===== src/rtl/ppd_pkg.sv =====
package ppd_pkg;
  localparam int unsigned PPD_TAPS   = 3;
  localparam int unsigned PPD_CODE_W = 2;

  typedef struct packed {
    logic                  pos;
    logic [PPD_CODE_W-1:0] width;
  } ppd_sym_t;

  // thermometer of passed reference edges -> width code
  function automatic logic [PPD_CODE_W-1:0] taps_to_code(input logic [PPD_TAPS-1:0] passed);
    logic [PPD_CODE_W-1:0] n;
    n = '0;
    for (int i = 0; i < PPD_TAPS; i++) n = n + PPD_CODE_W'(passed[i]);
    return n;
  endfunction
endpackage


===== src/rtl/ppd_edge_det.sv =====
module ppd_edge_det (
  input  logic clk_i,
  input  logic rst_ni,
  input  logic line_i,
  output logic rise_o,
  output logic fall_o
);
  logic line_q;

  always_ff @(posedge clk_i or negedge rst_ni) begin
    if (!rst_ni) line_q <= 1'b0;
    else         line_q <= line_i;
  end

  assign rise_o = line_i & ~line_q;
  assign fall_o = ~line_i & line_q;
endmodule


===== src/rtl/ppd_pos_meas.sv =====
module ppd_pos_meas #(
  parameter int unsigned CNT_W  = 8,
  parameter int unsigned HALF_W = 4
) (
  input  logic              clk_i,
  input  logic              rst_ni,
  input  logic              sym_start_i,
  input  logic              accept_i,
  input  logic [HALF_W-1:0] half_i,
  output logic              pos_o
);
  localparam logic [CNT_W-1:0] PhaseMax = {CNT_W{1'b1}};

  logic [CNT_W-1:0] phase_q;
  logic [CNT_W-1:0] offset;
  logic             pos_q;

  // ticks since the reference edge
  always_ff @(posedge clk_i or negedge rst_ni) begin
    if (!rst_ni)              phase_q <= '0;
    else if (sym_start_i)     phase_q <= CNT_W'(1);
    else if (phase_q != PhaseMax) phase_q <= phase_q + CNT_W'(1);
  end

  assign offset = sym_start_i ? '0 : phase_q;

  always_ff @(posedge clk_i or negedge rst_ni) begin
    if (!rst_ni)       pos_q <= 1'b0;
    else if (accept_i) pos_q <= (offset >= CNT_W'(half_i));
  end

  assign pos_o = pos_q;
endmodule


===== src/rtl/ppd_width_taps.sv =====
module ppd_width_taps #(
  parameter int unsigned CNT_W  = 8,
  parameter int unsigned HALF_W = 4,
  parameter int unsigned TAPS   = 3
) (
  input  logic              clk_i,
  input  logic              rst_ni,
  input  logic              start_i,
  input  logic              run_i,
  input  logic [HALF_W-1:0] half_i,
  output logic [TAPS-1:0]   passed_o
);
  localparam int unsigned TH_W = CNT_W + 1;
  localparam logic [CNT_W-1:0] AgeMax = {CNT_W{1'b1}};

  logic [CNT_W-1:0] age_q;

  // ticks since the leading edge; delayed copies of it form the reference edges
  always_ff @(posedge clk_i or negedge rst_ni) begin
    if (!rst_ni)                      age_q <= '0;
    else if (start_i)                 age_q <= CNT_W'(1);
    else if (run_i && age_q != AgeMax) age_q <= age_q + CNT_W'(1);
  end

  for (genvar k = 0; k < TAPS; k++) begin : g_tap
    localparam int unsigned MULT = 2 * k + 3;
    logic [TH_W-1:0] thr;
    assign thr         = TH_W'(MULT) * TH_W'(half_i);
    assign passed_o[k] = {1'b0, age_q} >= thr;
  end
endmodule


===== src/rtl/ppd_demod.sv =====
module ppd_demod
  import ppd_pkg::*;
#(
  parameter int unsigned CAL_W     = 3,
  parameter int unsigned CNT_W     = 8,
  parameter int unsigned HALF_BASE = 1
) (
  input  logic             clk_i,
  input  logic             rst_ni,
  input  logic             line_i,
  input  logic             sym_start_i,
  input  logic [CAL_W-1:0] cal_i,
  output logic [2:0]       sym_o,
  output logic             valid_o,
  output logic             err_o
);
  localparam int unsigned HALF_W = CAL_W + 1;

  logic [HALF_W-1:0]   half;
  logic                rise, fall;
  logic                active_q, seen_q, busy_q;
  logic                in_frame, seen_cur;
  logic                accept, dup, complete, abort, missing;
  logic                pos;
  logic [PPD_TAPS-1:0] passed;
  ppd_sym_t            sym_q;
  logic                valid_q, err_q;

  assign half = HALF_W'(cal_i) + HALF_W'(HALF_BASE);

  ppd_edge_det u_edge (
    .clk_i  (clk_i),
    .rst_ni (rst_ni),
    .line_i (line_i),
    .rise_o (rise),
    .fall_o (fall)
  );

  assign in_frame = active_q | sym_start_i;
  assign seen_cur = sym_start_i ? 1'b0 : seen_q;
  assign accept   = rise & in_frame & ~seen_cur;
  assign dup      = rise & in_frame & seen_cur;
  assign complete = fall & busy_q;
  assign abort    = sym_start_i & busy_q & line_i;
  assign missing  = sym_start_i & active_q & ~seen_q;

  ppd_pos_meas #(.CNT_W(CNT_W), .HALF_W(HALF_W)) u_pos (
    .clk_i       (clk_i),
    .rst_ni      (rst_ni),
    .sym_start_i (sym_start_i),
    .accept_i    (accept),
    .half_i      (half),
    .pos_o       (pos)
  );

  ppd_width_taps #(.CNT_W(CNT_W), .HALF_W(HALF_W), .TAPS(PPD_TAPS)) u_taps (
    .clk_i    (clk_i),
    .rst_ni   (rst_ni),
    .start_i  (accept),
    .run_i    (busy_q),
    .half_i   (half),
    .passed_o (passed)
  );

  always_ff @(posedge clk_i or negedge rst_ni) begin
    if (!rst_ni) begin
      active_q <= 1'b0;
      seen_q   <= 1'b0;
      busy_q   <= 1'b0;
    end else begin
      active_q <= in_frame;
      seen_q   <= accept | seen_cur;
      if (accept)                busy_q <= 1'b1;
      else if (complete | abort) busy_q <= 1'b0;
    end
  end

  always_ff @(posedge clk_i or negedge rst_ni) begin
    if (!rst_ni) begin
      sym_q   <= '0;
      valid_q <= 1'b0;
      err_q   <= 1'b0;
    end else begin
      valid_q <= complete;
      err_q   <= missing | abort | dup;
      if (complete) begin
        sym_q.pos   <= pos;
        sym_q.width <= taps_to_code(passed);
      end
    end
  end

  assign sym_o   = sym_q;
  assign valid_o = valid_q;
  assign err_o   = err_q;
endmodule


===== config.mk =====
export PLATFORM = sky130hd
export DESIGN_NAME = ppd_demod
export DESIGN_NICKNAME = d
export VERILOG_FILES = /design/src/rtl/ppd_pkg.sv /design/src/rtl/ppd_edge_det.sv /design/src/rtl/ppd_pos_meas.sv /design/src/rtl/ppd_width_taps.sv /design/src/rtl/ppd_demod.sv
export SDC_FILE = /design/constraint.sdc
export NUM_CORES = 1
export LEC_CHECK = 0
export BUFFER_PORTS_ARGS = -buffer_cell sky130_fd_sc_hd__buf_2
export CAP_MARGIN = 20
export CORE_MARGIN = 2
export CORE_UTILIZATION = 61
export DETAILED_ROUTE_END_ITERATION = 8
export PLACE_DENSITY = 0.85
export SYNTH_ARGS = -nofsm -noshare
export SYNTH_HDL_FRONTEND = slang
export SYNTH_SLANG_ARGS = --single-unit

===== constraint.sdc =====
create_clock -name clk_i -period 3.35 [get_ports clk_i]
set_clock_uncertainty 0.2 [all_clocks]
set_input_delay 0.335 -clock clk_i [delete_from_list [all_inputs] [get_ports clk_i]]
set_output_delay 0.335 -clock clk_i [all_outputs]
set_load 0.05 [all_outputs]

==> metrics.cfg, run 1 <==
[outcome]
status = finished with violations
violations = negative setup slack

[synth]
ys_types = 44
yosys_warnings = 0
synth_area_leader_cell = dfrtp_1
synth_ff_type = dfrtp_1
synth_edf_count = 0
syn-num-nets = 270
yosysSeqAreaShare_pct = 30.06
synth_top_area_share_pct = 30.06
yosys-top-cells-count = ha_1 (34), dfrtp_1 (26), nand2_1 (19), inv_1 (17), a21oi_1 (15)
synthTopCellsByArea = dfrtp_1 (30%), ha_1 (20%), xnor2_1 (4.5%)
syn_inst = 226
async_flop_share_pct = 100.0
synth_most_common_cell = ha_1
netlist_area_sq_mm = 0.002165
syn_area_per_cell_sq_um = 9.578
ys_ff_latch = 26

[grt]
grt_pass1_vias = 1991
grt_max_degree = 27
antenna_found_initial = 0
grt_pass1_wl_mm = 9.321
grt_usage_pct = 29.04
overflow = 0

[clocking]
insertion_delay_ns = 0.32
numCtsBuffers = 3
root_buffer = clkbuf_4
clockBufferDepth = 2
cts.reportedPaths.clkPinSlew_ns = 0.13
clock_sinks = 26
htreeDepth = 1
cts_tree = done

[power_and_ir_drop]
p_switching_mw = 0.4793
internal-power_mw = 0.7165
p_per_area_mw_per_mm2 = 430.9
power.leakage_nw = 1.302
p_clk_share_pct = 13.0
p_sw_share_pct = 40.08
p_comb_share_pct = 52.3
p_seq_share_pct = 34.7
ir_worst_vdd_v = 0.0003959

[setup_path]
crit_required_ns = 3.37
critPathCaptureType = flip-flop
reg2reg_depth = 7
arrival_ns = 3.62
path_max_fanout = 3
worstSetupStartpointType = primary input
worstSetupPathType = in -> reg

[floorplanning]
rows = 21
coreArea_sq_mm = 0.003363
die_height_microns = 63.57
dieWidth_microns = 63.57
die_area_sq_mm = 0.004041
initial_core_util_pct = 64.36
io_pins = 12

[timing]
layout_setup_ws_ns = -0.2531
min_period_ns = 3.603
finalSetupViolations = 2
rsz0062_at_grt = true
fin_crit_sh_pct = 107.6
tightest_slew_ns = 0.5759
slew_viol_final = 0
hold_viol = 0
max_freq_mhz = 277.5
slew_headroom_pct = 61.61

[routing]
drt_iter0_markers = 170
vias_per_cell = 6.035
vias = 1889
wl_per_cell_microns = 17.12
drc = 0
postRouteAntennaNets = 0
firstDrtPassIters = 4
wirelength_mm = 5.360

[cells_and_area]
fin_nets = 312
syn2layout_area_growth_pct = 28.21
layout.cells.non_filler = 313
fillers = 204
drive_gt1_share_pct = 30.71
diodes = 0
fin_util_pct = 82.51

[placement]
place.gp.congestion = 0.8445
numPortBuffers = 11
placed_cells = 303
place_hpwl_mm = 3.473

[flow_run]
maxCapViolCount = 0

[worst_hold_path]
hold_class = in -> reg
hold_depth = 2

-- critical path, cell delays in order --
cell and delay, ns:
buf_8 0.11, ha_4 0.17, xnor2_4 0.24, buf_6 0.16, inv_4 0.04, xnor2_2 0.12, ha_2 0.20, fa_2 0.35
a21o_1 0.19, a21oi_2 0.15, ha_1 0.26, and3_4 0.20, a2111oi_4 0.30, o21ai_2 0.11, fa_2 0.41, mux2_2 0.27
-- registers in the layout (all words and copies together), names as in the netlist --
register	flops
err_o	1
sym_o	3
seen_q	1
u_pos.phase_q	8
u_pos.pos_o	1
active_q	1
u_taps.age_q	8
busy_q	1
valid_o	1
u_edge.line_q	1
-- cell families (layout without fill, tap and decap cells) --
logic type      count (synthesis)  in the layout  synth area share, %
compound gates                 57             57                17.34
simple gates                   66             66                17.40
xor+xnor                       13             13                5.607
fa+ha+maj                      39             39                23.47
mux                             4              4                2.081
flops                          26             26                30.06
buf+inv                        21             62                4.046
-- cell usage in the layout (no fill, tap or decap), types with 4 or more instances in the layout --
| master | n |
|---|---|
| inv_1 | 14 |
| ha_4 | 6 |
| nor2b_1 | 8 |
| nor2_1 | 5 |
| nor3_1 | 5 |
| buf_4 | 23 |
| and3_1 | 4 |
| nand2_1 | 19 |
| a21o_1 | 6 |
| a31oi_1 | 5 |
| buf_2 | 9 |
| dfrtp_1 | 26 |
| nand3_1 | 8 |
| a21oi_1 | 12 |
| ha_1 | 26 |
| xnor2_1 | 8 |
| o21ai_0 | 11 |
-- path summary, 6_finish.rpt --
path	startpoint	end	slack (ns)
max	cal_i[1]	sym_o[0]$_DFFE_PN0P_	-0.25
min	sym_start_i	u_pos.phase_q[7]$_DFFE_PN0P_	0.17
max reg2reg	u_taps.age_q[2]$_DFFE_PN0P_	sym_o[0]$_DFFE_PN0P_	0.54
min reg2reg	active_q$_DFF_PN0_	active_q$_DFF_PN0_	0.32
max in group asynchronous	rst_ni	busy_q$_DFFE_PN0P_	2.25
min in group asynchronous	rst_ni	u_pos.phase_q[6]$_DFFE_PN0P_	0.33
-- repair_timing --
action / in CTS / in global routing
pin swaps: 10 / 8
setup buffers: 2 / 2
resized for setup: 29 / 8
hold buffers: 2 / 0
endpoints found under the hold margin: 27 / 0
setup endpoints to repair: 2 / 2
-- layer usage --
layer | vias up | global-route usage [%] | part of all wire, %
li1 | 910 | - | -
met1 | 895 | 34.67 | 41
met2 | 64 | 53.03 | 51
met3 | 20 | 5.357 | 5.2
met4 | 0 | 7.880 | 2.8
met5 | - | 0 | 0
-- cell type report --
type	instances	area, sq um	area share (%)
well taps	46	57.56	2.074
multi-input cells	179	1640	59.11
flip-flops and latches	26	650.6	23.44
inverters	19	80.08	2.885
clock buffers	4	36.28	1.307
repair buffers	39	310.3	11.18
-- power by group through the flow --
stage / Clock (mW) / Combinational [mW] / Sequential [mW]
after floorplan: 0 / 0.308 / 0.457
after global placement: 0 / 0.479 / 0.417
after detailed placement: 0 / 0.507 / 0.420
after CTS: 0.159 / 0.571 / 0.414
after global routing: 0.178 / 0.677 / 0.423
final: 0.156 / 0.625 / 0.415
-- per-stage QoR --
stage / TNS (ns) / hold slack (ns) / setup WS [ns] / total power [mW] / area, sq um
2_1_floorplan: -0.8515 / -0.1606 / -0.4655 / 0.7650 / 2206
3_3_place_gp: -1.330 / 0.1556 / -0.6946 / 0.8956 / 2467
3_5_place_dp: -1.565 / 0.1572 / -0.8151 / 0.9273 / 2467
4_1_cts: -0.3454 / 0.1588 / -0.2023 / 1.144 / 2715
5_1_grt: -0.5594 / 0.1570 / -0.2982 / 1.278 / 2775
6_report: -0.4629 / 0.1734 / -0.2531 / 1.196 / 2775
(Power assumes the default switching activity.)
==> inputs of run 2 (changes only) <==
Settings changed: PLACE_DENSITY 0.85 to not set, PLACE_DENSITY_LB_ADDON set to 0.05, TNS_END_PERCENT set to 10.
==> run 2 against run 1 <==
  * The run still ends with negative setup slack left
  * Critical path depth down 1
  * Power down 0.52%
  * Utilization down 1.5 points
  * Via count up 1.3%
  * Clock-buffer cell count unchanged
  * Maximum frequency down 0.86%
  * Final cell count unchanged
  * Die area unchanged
  * Flip-flop and latch count unchanged
  * First-iteration DRC count down 29%
  * Largest power group unchanged
  * Highest routed layer unchanged
==> metrics.cfg, run 2 (same netlist as run 1, synthesis figures left out) <==
[floorplanning]
io_pins = 12
dieWidth_microns = 63.57
coreArea_sq_mm = 0.003363
die_area_sq_mm = 0.004041
initial_core_util_pct = 64.36
die_height_microns = 63.57
rows = 21

[routing]
wirelength_mm = 5.300
wl_per_cell_microns = 16.93
drt_iter0_markers = 121
vias_per_cell = 6.112
postRouteAntennaNets = 0
drt-met1-wl_mm = 2.256
firstDrtPassIters = 5
vias = 1913
drc = 0
routed-wl-met2_mm = 2.651
dr.max_layer_used = met4
routed-wl-met3_microns = 298

[clocking]
cts_tree = done
root_buffer = clkbuf_4
insertion_delay_ns = 0.34
htreeDepth = 1
cts.reportedPaths.clkPinSlew_ns = 0.15
clockBufferDepth = 2
clock_sinks = 26
numCtsBuffers = 3

[grt]
grt_pass1_vias = 1859
grt_pass1_wl_mm = 8.438
grt_usage_pct = 26.06
antenna_found_initial = 0
overflow = 0
grt_max_degree = 27

[worst_hold_path]
hold_depth = 2
hold_class = in -> reg

[cells_and_area]
syn2layout_area_growth_pct = 25.84
drive_gt1_share_pct = 29.96
final_cell_mix = ha_1 (26), dfrtp_1 (26), buf_4 (25), nand2_1 (19), inv_1 (15)
fin_nets = 312
diodes = 0
layout.cells.non_filler = 313
fillers = 233

[setup_path]
arrival_ns = 3.68
critPathCaptureType = flip-flop
worstSetupPathType = in -> reg
reg2reg_depth = 7
path_max_fanout = 4
worstSetupStartpointType = primary input
crit_required_ns = 3.40

[timing]
max_freq_mhz = 275.1
min_period_ns = 3.634
rsz0062_at_grt = true
hold_viol = 0
slew_headroom_pct = 61.05
layout_setup_ws_ns = -0.2844
finalSetupViolations = 2
slew_viol_final = 0
fin_crit_sh_pct = 108.5
fin_setup_tns_ns = -0.4810
holdWs_ns = 0.1762
tightest_slew_ns = 0.5830

[outcome]
violations = negative setup slack
status = finished with violations

[placement]
numPortBuffers = 11
place_hpwl_mm = 3.681
place.gp.congestion = 0.8582
placed_cells = 301

[power_and_ir_drop]
power.leakage_nw = 1.290
p_per_area_mw_per_mm2 = 436.7
ir_worst_vdd_v = 0.0002996

[flow_run]
maxCapViolCount = 0

[run 2: metal layers]
layer,track usage [%],vias to the layer above
met3,5.357,16
met2,46.32,70
met1,32.61,917
li1,-,910
met5,0,-
met4,5.163,0
[run 2: path summary, 6_finish.rpt]
path	slack, ns	end	start
worst max-delay path	-0.28	sym_o[0]$_DFFE_PN0P_	cal_i[1]
worst min-delay path	0.18	u_pos.phase_q[6]$_DFFE_PN0P_	sym_start_i
worst max register to register	0.56	sym_o[0]$_DFFE_PN0P_	u_taps.age_q[2]$_DFFE_PN0P_
worst min register to register	0.32	sym_o[2]$_DFFE_PN0P_	sym_o[2]$_DFFE_PN0P_
max in group asynchronous	2.25	u_pos.phase_q[1]$_DFFE_PN0P_	rst_ni
min in group asynchronous	0.30	err_o$_DFF_PN0_	rst_ni
[run 2: worst max-delay path: stages]
cell and delay [ns]:
buf_6 0.11, ha_4 0.17, xnor2_4 0.26, xnor2_4 0.16, ha_4 0.24, buf_4 0.14
fa_2 0.36, buf_4 0.15, xnor2_1 0.22, ha_1 0.27, and3_4 0.19, a2111oi_4 0.27
o21ai_1 0.13, fa_2 0.42, mux2_4 0.27
[run 2: what timing repair did]
item                                    CTS  global route
hold buffers                              2             0
pin swaps                                12            17
endpoints found under the setup margin    2             2
cloned                                    0             0
buffers inserted                          4             2
endpoints found under the hold margin    27             0
resized for setup                        20            11
[run 2: where the power goes]
group | total [mW] | switching, mW | internal [mW] | leakage (nW)
clock network | 0.164 | 0.0975 | 0.0667 | 0.0210
logic | 0.604 | 0.323 | 0.281 | 0.932
registers | 0.421 | 0.0633 | 0.358 | 0.337
total | 1.19 | 0.484 | 0.706 | 1.29
[run 2: metrics by stage]
step	worst slack (ns)	area, sq um	util (%)	power [mW]
floorplan	-0.4804	2203	-	0.7636
global placement	-0.6934	2450	72.84	0.8926
detailed placement	-0.7501	2450	72.84	0.9203
CTS	-0.2380	2640	78.50	1.126
global route	-0.4131	2724	80.99	1.262
finish	-0.2844	2724	80.99	1.189
[run 2: final cells by class]
cell class	instances	area [sq um]	share of cell area, %
clock buffer	4	36.28	1.332
inverter	19	77.57	2.848
multi-input combinational	179	1612	59.16
sequential	26	650.6	23.89
tap	46	57.56	2.113
timing repair buffer	39	290.3	10.66
